## config.mk

```make
export PLATFORM = sky130hd
export DESIGN_NAME = exu_top
export DESIGN_NICKNAME = d
export VERILOG_FILES = /design/src/rtl/exu_pkg.sv /design/src/rtl/exu_decode.sv /design/src/rtl/exu_alu.sv /design/src/rtl/exu_top.sv
export SDC_FILE = /design/constraint.sdc
export NUM_CORES = 1
export LEC_CHECK = 0
export ABC_AREA = 1
export BUFFER_PORTS_ARGS = -buffer_cell sky130_fd_sc_hd__buf_2
export CORE_MARGIN = 1
export CORE_UTILIZATION = 55
export CTS_CLUSTER_SIZE = 40
export DETAILED_ROUTE_END_ITERATION = 10
export GPL_ROUTABILITY_DRIVEN = 0
export PLACE_DENSITY_LB_ADDON = 0.05
export SYNTH_ARGS = -nofsm -noshare
export SYNTH_HDL_FRONTEND = slang
export SYNTH_SLANG_ARGS = --single-unit
```

## constraint.sdc

```tcl
create_clock -name clk -period 3.5 [get_ports clk]
set_input_delay 0.7 -clock clk [delete_from_list [all_inputs] [get_ports clk]]
set_output_delay 0.7 -clock clk [all_outputs]
set_load 0.01 [all_outputs]
```

## src/rtl/exu_pkg.sv

```systemverilog
package exu_pkg;
    localparam int IW = 12;
    localparam int DW = 8;
    localparam int AW = 5;
    localparam int BW = 3;
    localparam int OPW = IW - AW;   // opcode/destination field width

    typedef enum logic [4:0] {
        OP_NONE, OP_SUB, OP_DEC, OP_OR, OP_AND, OP_XOR, OP_ADD, OP_MOV,
        OP_COM, OP_INC, OP_RR, OP_RL, OP_SWAP, OP_PASSW, OP_ZERO,
        OP_BCLR, OP_BSET, OP_LMOV, OP_LOR, OP_LAND, OP_LXOR
    } exu_op_e;

    typedef struct packed {
        exu_op_e op;
        logic    wr_en;
        logic    to_file;
        logic    z_upd;
        logic    c_upd;
    } exu_ctl_t;

    typedef struct packed {
        logic [DW-1:0] w;
        logic          z;
        logic          c;
    } exu_arch_t;
endpackage

```

## src/rtl/exu_decode.sv

```systemverilog
module exu_decode
    import exu_pkg::*;
(
    input  logic [OPW-1:0] opc,   // instruction bits 11..5
    output exu_ctl_t       ctl
);
    logic dsel;
    assign dsel = opc[0];

    always_comb begin
        ctl = '{op: OP_NONE, wr_en: 1'b0, to_file: 1'b0, z_upd: 1'b0, c_upd: 1'b0};
        casez (opc)
            7'b0000001: ctl = '{op: OP_PASSW, wr_en: 1'b1, to_file: 1'b1, z_upd: 1'b0, c_upd: 1'b0};
            7'b000001?: ctl = '{op: OP_ZERO,  wr_en: 1'b1, to_file: dsel, z_upd: 1'b1, c_upd: 1'b0};
            7'b000010?: ctl = '{op: OP_SUB,   wr_en: 1'b1, to_file: dsel, z_upd: 1'b1, c_upd: 1'b1};
            7'b000011?: ctl = '{op: OP_DEC,   wr_en: 1'b1, to_file: dsel, z_upd: 1'b1, c_upd: 1'b0};
            7'b000100?: ctl = '{op: OP_OR,    wr_en: 1'b1, to_file: dsel, z_upd: 1'b1, c_upd: 1'b0};
            7'b000101?: ctl = '{op: OP_AND,   wr_en: 1'b1, to_file: dsel, z_upd: 1'b1, c_upd: 1'b0};
            7'b000110?: ctl = '{op: OP_XOR,   wr_en: 1'b1, to_file: dsel, z_upd: 1'b1, c_upd: 1'b0};
            7'b000111?: ctl = '{op: OP_ADD,   wr_en: 1'b1, to_file: dsel, z_upd: 1'b1, c_upd: 1'b1};
            7'b001000?: ctl = '{op: OP_MOV,   wr_en: 1'b1, to_file: dsel, z_upd: 1'b1, c_upd: 1'b0};
            7'b001001?: ctl = '{op: OP_COM,   wr_en: 1'b1, to_file: dsel, z_upd: 1'b1, c_upd: 1'b0};
            7'b001010?: ctl = '{op: OP_INC,   wr_en: 1'b1, to_file: dsel, z_upd: 1'b1, c_upd: 1'b0};
            7'b001100?: ctl = '{op: OP_RR,    wr_en: 1'b1, to_file: dsel, z_upd: 1'b0, c_upd: 1'b1};
            7'b001101?: ctl = '{op: OP_RL,    wr_en: 1'b1, to_file: dsel, z_upd: 1'b0, c_upd: 1'b1};
            7'b001110?: ctl = '{op: OP_SWAP,  wr_en: 1'b1, to_file: dsel, z_upd: 1'b0, c_upd: 1'b0};
            7'b0100???: ctl = '{op: OP_BCLR,  wr_en: 1'b1, to_file: 1'b1, z_upd: 1'b0, c_upd: 1'b0};
            7'b0101???: ctl = '{op: OP_BSET,  wr_en: 1'b1, to_file: 1'b1, z_upd: 1'b0, c_upd: 1'b0};
            7'b1100???: ctl = '{op: OP_LMOV,  wr_en: 1'b1, to_file: 1'b0, z_upd: 1'b0, c_upd: 1'b0};
            7'b1101???: ctl = '{op: OP_LOR,   wr_en: 1'b1, to_file: 1'b0, z_upd: 1'b1, c_upd: 1'b0};
            7'b1110???: ctl = '{op: OP_LAND,  wr_en: 1'b1, to_file: 1'b0, z_upd: 1'b1, c_upd: 1'b0};
            7'b1111???: ctl = '{op: OP_LXOR,  wr_en: 1'b1, to_file: 1'b0, z_upd: 1'b1, c_upd: 1'b0};
            default: ;
        endcase
    end


    bit_dest_chk: assert final ((opc[OPW-1:OPW-3] != 3'b010) || ctl.to_file || !ctl.wr_en);
endmodule

```

## src/rtl/exu_alu.sv

```systemverilog
module exu_alu
    import exu_pkg::*;
(
    input  exu_op_e       op,
    input  logic [DW-1:0] opnd_f,
    input  logic [DW-1:0] opnd_w,
    input  logic [DW-1:0] lit,
    input  logic [BW-1:0] bit_sel,
    input  logic          c_in,
    output logic [DW-1:0] res,
    output logic          c_res
);
    localparam int HALF = DW / 2;

    logic [DW-1:0] bit_mask;
    logic [DW:0]   sum_x;
    logic [DW:0]   diff_x;

    for (genvar gi = 0; gi < DW; gi++) begin : g_mask
        assign bit_mask[gi] = (bit_sel == BW'(gi));
    end

    assign sum_x  = {1'b0, opnd_f} + {1'b0, opnd_w};
    assign diff_x = {1'b0, opnd_f} - {1'b0, opnd_w};

    always_comb begin
        res   = '0;
        c_res = c_in;
        case (op)
            OP_SUB:   begin res = diff_x[DW-1:0]; c_res = ~diff_x[DW]; end
            OP_ADD:   begin res = sum_x[DW-1:0];  c_res = sum_x[DW];   end
            OP_DEC:   res = opnd_f - DW'(1);
            OP_INC:   res = opnd_f + DW'(1);
            OP_OR:    res = opnd_f | opnd_w;
            OP_AND:   res = opnd_f & opnd_w;
            OP_XOR:   res = opnd_f ^ opnd_w;
            OP_MOV:   res = opnd_f;
            OP_COM:   res = ~opnd_f;
            OP_RR:    begin res = {c_in, opnd_f[DW-1:1]}; c_res = opnd_f[0];    end
            OP_RL:    begin res = {opnd_f[DW-2:0], c_in}; c_res = opnd_f[DW-1]; end
            OP_SWAP:  res = {opnd_f[HALF-1:0], opnd_f[DW-1:HALF]};
            OP_PASSW: res = opnd_w;
            OP_ZERO:  res = '0;
            OP_BCLR:  res = opnd_f & ~bit_mask;
            OP_BSET:  res = opnd_f | bit_mask;
            OP_LMOV:  res = lit;
            OP_LOR:   res = lit | opnd_w;
            OP_LAND:  res = lit & opnd_w;
            OP_LXOR:  res = lit ^ opnd_w;
            default:  res = '0;
        endcase
    end


    swap_nibble_chk: assert final ((op != OP_SWAP) || ((res ^ {opnd_f[HALF-1:0], opnd_f[DW-1:HALF]}) == '0));
endmodule

```

## src/rtl/exu_top.sv

```systemverilog
module exu_top
    import exu_pkg::*;
(
    input  logic          clk,
    input  logic          rst_n,
    input  logic [IW-1:0] insn,
    input  logic [DW-1:0] file_rd,
    output logic [AW-1:0] file_addr,
    output logic [DW-1:0] res,
    output logic          wr_en,
    output logic          to_file,
    output logic [DW-1:0] w_out,
    output logic          z_out,
    output logic          c_out
);
    exu_ctl_t  ctl;
    exu_arch_t arch_d, arch_q;
    logic      alu_c;

    exu_decode u_dec (
        .opc (insn[IW-1:AW]),
        .ctl (ctl)
    );

    exu_alu u_alu (
        .op      (ctl.op),
        .opnd_f  (file_rd),
        .opnd_w  (arch_q.w),
        .lit     (insn[DW-1:0]),
        .bit_sel (insn[DW-1:DW-BW]),
        .c_in    (arch_q.c),
        .res     (res),
        .c_res   (alu_c)
    );

    assign file_addr = insn[AW-1:0];
    assign wr_en     = ctl.wr_en;
    assign to_file   = ctl.to_file;

    always_comb begin
        arch_d = arch_q;
        if (ctl.wr_en && !ctl.to_file) arch_d.w = res;
        if (ctl.z_upd)                 arch_d.z = (res == '0);
        if (ctl.c_upd)                 arch_d.c = alu_c;
    end

    always_ff @(posedge clk) begin
        if (!rst_n) arch_q <= '0;
        else        arch_q <= arch_d;
    end

    assign w_out = arch_q.w;
    assign z_out = arch_q.z;
    assign c_out = arch_q.c;


    lit_load_chk: assert property (@(posedge clk) disable iff (!rst_n)
        (insn[IW-1:IW-4] == 4'hC) |=> (w_out == $past(insn[DW-1:0])));


    bitop_keep_chk: assert property (@(posedge clk) disable iff (!rst_n)
        (insn[IW-1:IW-3] == 3'b010) |=> ($stable(w_out) && $stable(z_out) && $stable(c_out)));


    clrw_chk: assert property (@(posedge clk) disable iff (!rst_n)
        (insn[IW-1:AW] == 7'b0000010) |=> (w_out == '0 && z_out));


    file_dest_chk: assert property (@(posedge clk) disable iff (!rst_n)
        (wr_en && to_file) |=> $stable(w_out));


    unused_grp_chk: assert property (@(posedge clk) disable iff (!rst_n)
        (insn[IW-1:IW-2] == 2'b10) |-> !wr_en ##1 ($stable(w_out) && $stable(z_out) && $stable(c_out)));


    rot_carry_chk: assert property (@(posedge clk) disable iff (!rst_n)
        (insn[IW-1:IW-5] == 5'b00110) |=>
            (c_out == ($past(insn[IW-6]) ? $past(file_rd[DW-1]) : $past(file_rd[0]))));


    sub_carry_chk: assert property (@(posedge clk) disable iff (!rst_n)
        (insn[IW-1:IW-6] == 6'b000010) |=> (c_out == ($past(file_rd) >= $past(w_out))));
endmodule

```

==> results of run 1 <==
## repair_timing
item	in CTS	in global routing
hold buffers	0	0
endpoints found under the setup margin	1	6
endpoints found under the hold margin	0	0
resized for setup	2	19
pin swaps	1	10
buffers inserted	0	2
## cell usage after synthesis
master      n
o21ai_2     1
buf_1       1
nor2_4      2
ha_1       22
nand4_1    23
inv_1      88
and2_1      1
buf_2       1
nand3_2     1
o211ai_1    6
nand2_2     4
nor2_2      4
or2_0       2
xnor2_1     1
fa_1        3
dfxtp_1    10
o22ai_1     3
o21ai_1    15
o31ai_1     1
clkinv_1    1
a21boi_0    2
a21oi_1    35
nand3b_1    1
nand2_1   186
inv_2       9
a31oi_1     1
nor2_1     61
inv_4       1
or2_2       3
o221ai_1    1
clkbuf_1    4
buf_4       6
a211oi_1    1
o21ai_0    34
nor3_1      2
nand3_1    69
## state kept, by name (all words and copies together) (netlist names)
| register | cells |
|---|---|
| z_out | 1 |
| c_out | 1 |
| w_out | 8 |
## critical path, delay by kind of cell
| family | cells | cell delay, ns |
|---|---|---|
| adders and majority gates | 1 | 0.32 |
| and+or+nand+nor | 9 | 1.31 |
| buffers and inverters | 5 | 0.38 |
## power by group
| part | leakage (nW) | total [mW] | switching (mW) | internal (mW) |
|---|---|---|---|---|
| Clock | 0.0216 | 0.115 | 0.0405 | 0.0749 |
| Combinational | 1.87 | 0.528 | 0.341 | 0.187 |
| Sequential | 0.0827 | 0.151 | 0.0228 | 0.128 |
## per-layer routing
layer | up-vias | share of wire, % | wire, microns
met5 | - | 0 | 0
met1 | 1914 | 39 | 4400
met4 | 0 | 5.0 | 567
li1 | 2095 | - | -
met2 | 318 | 44 | 4990
met3 | 57 | 12 | 1390
## cell families after synthesis
family,Yosys count,share of synthesized area [%]
simple gates,359,50.5
buf+inv,111,14.4
compound gates,100,17.5
fa+ha+maj,25,10.9
flops,10,6.50
xor+xnor,1,0.284
## layout make-up
type	instances	area [sq um]	share of cell area, %
well taps	70	87.6	2.40
clock buffers	3	41.3	1.13
multi-input cells	485	2540	69.6
inverters	99	374	10.3
flip-flops and latches	10	201	5.53
repair buffers	69	403	11.1
## per-stage QoR
| stage | instances | setup TNS [ns] |
|---|---|---|
| 2_1_floorplan | 606 | 0 |
| 3_3_place_gp | 731 | 0 |
| 3_5_place_dp | 731 | -0.0122 |
| 4_1_cts | 734 | -0.00614 |
| 5_1_grt | 736 | -0.00193 |
| 6_report | 736 | 0 |
## final timing paths
kind                              to  slack, ns  cells past startpoint
setup / recovery              res[4]        0.1                     15
hold / removal    z_out$_SDFFE_PN0P_       0.46                      2
setup reg to reg  z_out$_SDFFE_PN0P_       0.84                     16
hold reg to reg   z_out$_SDFFE_PN0P_       0.46                      2
==> results.yml, run 1 <==
cts:
  cts_buffers: 3
  clk_path_buf_depth: 2
  cts-root-buf: "clkbuf_8"
  clock_latency_ns: 0.23
  cts_sinks: 10
  cts_max_level: 1
  cts.clk_slew.worst_paths_ns: 0.04
  cts_tree: "built"
global_routing:
  grt_pass1_wl_microns: 18500
  grt_use_met3_pct: 8.33
  grt_usage_pct: 39.1
  grt-ovfl-total: 0
  antenna_found_initial: 0
  grt_util_met2_pct: 63.7
  grt-busiest-layer: "met2"
  use_met1_pct: 48.5
  grt_pass1_vias: 3948
  grt_max_degree: 22
placement:
  post-place-ws_ns: -0.0122
  io_buffers: 46
  hpwl_microns: 8990
  dpl_cell_area_sq_um: 3490
layout:
  final_cell_mix: "nand2_1 (184), inv_1 (86), nand3_1 (69), nor2_1 (55), buf_2 (46)"
  drive_above_1_share_pct: 17.4
  final_common_cell: "nand2_1"
  final_cell_area_sq_um: 3640
  diodes: 0
  fin_nets: 715
  fin_util_pct: 69.6
  area_growth_pct: 18.3
  fillers: 502
sta:
  relSlewSlack_pct: 63.8
  layout_setup_ws_ns: 0.0996
  worst_pin_slew_ns: 0.541
  setup_viol: 0
  min_period_ns: 3.40
  fin_crit_sh_pct: 97.2
  fmax_mhz: 294
  finClkSkew_ns: 0.000592
  hold_viol: 0
  slew_viol_final: 0
  hold_ws_ns: 0.461
logic_synthesis:
  syn_avg_cell_area_sq_um: 5.08
  synth_nets: 653
  synth_top_cell_by_area: "nand2_1"
  synth.ff_latch_count: 10
  synth_area_sq_um: 3080
  synth-seq-area-share_pct: 6.50
  yosysWarnings: 0
  syn_inst: 606
  synth_area_leaders: "nand2_1 (23%), nand3_1 (11%), inv_1 (11%)"
  synth_top_area_share_pct: 22.7
  synth.distinct_cells: 36
floorplanning:
  initial_utilization_pct: 58.8
  die_h_microns: 76.8
  coreArea_sq_um: 5240
  die_w_microns: 76.8
  row_count: 26
  die-area_sq_um: 5900
  ios: 47
run:
  cap_violations: 0
drt:
  first_pass_iters: 8
  drt-initial-drc-count: 383
  postRouteAntennaNets: 0
  drc: 0
  wl_microns: 11300
  vias: 4384
  vias_per_cell: 5.96
  routedWlPerCell_microns: 15.4
worst_setup_path:
  critPathMaxStageDelay_ns: 0.32
  critical_path_required_ns: 2.80
  worst_setup_path_end_kind: "output port"
  cp.arrival_ns: 2.70
  startpoint: "insn[7]"
  worstSetupPathType: "input port to output port"
  worstSetupStartpointType: "input port"
  r2r-start: "w_out[2]$_SDFFE_PN0P_"
  path_cells: "buf_2, inv_1, nor2_2, nand3_4, ha_4, nand2_1, nand2_1, inv_1, nand2_1, or2_2, nand3_1, nand4_1, nor2_2, inv_1, buf_2"
  cp_max_fo: 8
  slowest_stage: "ha_4"
pwr:
  irDropWorstVdd_v: 0.000422
  total_power_uw: 794
  power_leakage_nw: 1.97
  pwr_density_cell_nw_per_um2: 218
min_path:
  min_path_type: "flop to flop"
  hp-start: "z_out$_SDFFE_PN0P_"
run_status:
  status: "finished, final reports clean"
(Power assumes the default switching activity.)
==> run 2: changes to the inputs <==
==> constraint.sdc (replaced) <==
create_clock -name clk -period 4.2 [get_ports clk]
set_input_delay 0.84 -clock clk [delete_from_list [all_inputs] [get_ports clk]]
set_output_delay 0.84 -clock clk [all_outputs]
set_load 0.01 [all_outputs]
==> run 2 against run 1 <==
  * Global-route usage is 0.98 points lower
  * Hold slack gained 0.0086 ns
  * Critical path depth unchanged
  * Utilization down 4.3 points
  * Total power shrank 17%
  * Largest cell class unchanged
  * Largest power group unchanged
==> results.yml, run 2 (synthesized netlist as in run 1, its figures left out) <==
sta:
  tns_ns: 0
  fin_crit_sh_pct: 93.5
  min_period_ns: 3.92
  hold_viol: 0
  slew_viol_final: 0
  setup_viol: 0
  worst_pin_slew_ns: 0.777
  layout_setup_ws_ns: 0.275
  finClkSkew_ns: 0.00212
  rsz0062_at_grt: "no"
  fmax_mhz: 255
  relSlewSlack_pct: 48.0
drt:
  vias: 4330
  routedWlPerCell_microns: 16.0
  drc: 0
  drt-initial-drc-count: 533
  vias_per_cell: 6.05
  first_pass_iters: 8
  wl_microns: 11400
  postRouteAntennaNets: 0
run:
  cap_violations: 0
global_routing:
  grt-ovfl-total: 0
  grt_pass1_wl_microns: 18000
  grt_max_degree: 22
  grt_usage_pct: 38.1
  antenna_found_initial: 0
  grt_pass1_vias: 3794
worst_setup_path:
  critPathTopFamily: "simple AND/OR/NAND/NOR gates"
  crit_buf_inv: 5
  path_cells: "buf_2, inv_1, nor2_1, nand3_4, ha_1, nand2_1, inv_1, nand4_1, nand3_1, nand2_1, nand3_1, nand4_1, nor2_1, inv_1, buf_2"
  worst_setup_path_end_kind: "output port"
  critical_path_required_ns: 3.36
  worstSetupStartpointType: "input port"
  cp_max_fo: 11
  worstSetupPathType: "input port to output port"
  cpMostUsedCell: "inv_1"
  cp.arrival_ns: 3.08
  slowest_stage: "ha_1"
  critPathMaxStageDelay_ns: 0.41
layout:
  fin_nets: 694
  fin_util_pct: 65.3
  largest_register_ffs: 8
  drive_above_1_share_pct: 12.2
  final_cell_area_sq_um: 3420
  area_growth_pct: 11.1
  final_common_cell: "nand2_1"
  diodes: 0
  final_cell_mix: "nand2_1 (186), inv_1 (88), nand3_1 (69), nor2_1 (60), buf_2 (46)"
floorplanning:
  die-area_sq_um: 5900
  die_w_microns: 76.8
  initial_utilization_pct: 58.8
  die_h_microns: 76.8
  row_count: 26
  ios: 47
  coreArea_sq_um: 5240
placement:
  hpwl_microns: 8690
  post-place-ws_ns: 0.266
  io_buffers: 46
  dpl_cell_area_sq_um: 3340
cts:
  cts_sinks: 10
  clk_path_buf_depth: 2
  postCtsSetupRepairBufs: 0
  cts_hold_buf: 0
  cts_max_level: 1
  cts-resized-gates: 0
  cts_tree: "built"
  cts.clk_slew.worst_paths_ns: 0.05
  cts_buffers: 3
  clock_latency_ns: 0.24
  cts-root-buf: "clkbuf_8"
run_status:
  status: "finished, final reports clean"
pwr:
  irDropWorstVdd_v: 0.000318
  total_power_uw: 661
  pwr_density_cell_nw_per_um2: 193
  power_leakage_nw: 1.87
min_path:
  min_path_type: "flop to flop"
## run 2: final cells by class
cell class	instances	area [sq um]
Multi-Input combinational cell	485	2460
Fill cell	545	1820
Inverter	99	374
Timing Repair Buffer	48	245
Sequential cell	10	200
Tap cell	70	87.6
Clock buffer	4	55.1
## run 2: final timing paths
check                           slack, ns                  to                  start  cells after the start
worst min-delay path                 0.47  z_out$_SDFFE_PN0P_     z_out$_SDFFE_PN0P_                      2
worst max-delay path                 0.28              res[5]                insn[7]                     15
worst max register to register       1.53  z_out$_SDFFE_PN0P_  w_out[5]$_SDFFE_PN0P_                     13
worst min register to register       0.47  z_out$_SDFFE_PN0P_     z_out$_SDFFE_PN0P_                      2
## run 2: worst register-to-register path: stages (launching register included)
cell     delay (ns)
dfxtp_1        0.54
inv_1          0.25
ha_1           0.43
nor2_1         0.19
nand4_1        0.15
nand3_1        0.13
nand2_1        0.07
nand3_1        0.07
nand4_1        0.19
nor2_1         0.25
nand2_1        0.08
nor2_1         0.10
nand2_1        0.06
a21oi_1        0.11
## run 2: through the flow
step / hold WS (ns) / cells
CTS: 0.468 / 716
finish: 0.469 / 716
detailed placement: 0.461 / 712
global route: 0.481 / 716
global placement: 0.459 / 712
floorplan: 0.487 / 606
## run 2: power breakdown
| part | switching [mW] | internal [mW] | total (mW) |
|---|---|---|---|
| Clock | 0.0384 | 0.0824 | 0.121 |
| Sequential | 0.0232 | 0.106 | 0.129 |
| Combinational | 0.276 | 0.135 | 0.410 |
| Total | 0.337 | 0.324 | 0.661 |
## run 2: routing by layer
metal,track usage (%),vias up,wire (microns)
met4,17.5,0,439
li1,-,2053,-
met5,0,-,0
met3,8.57,44,1540
met1,46.7,1903,4330
met2,62.8,330,5110
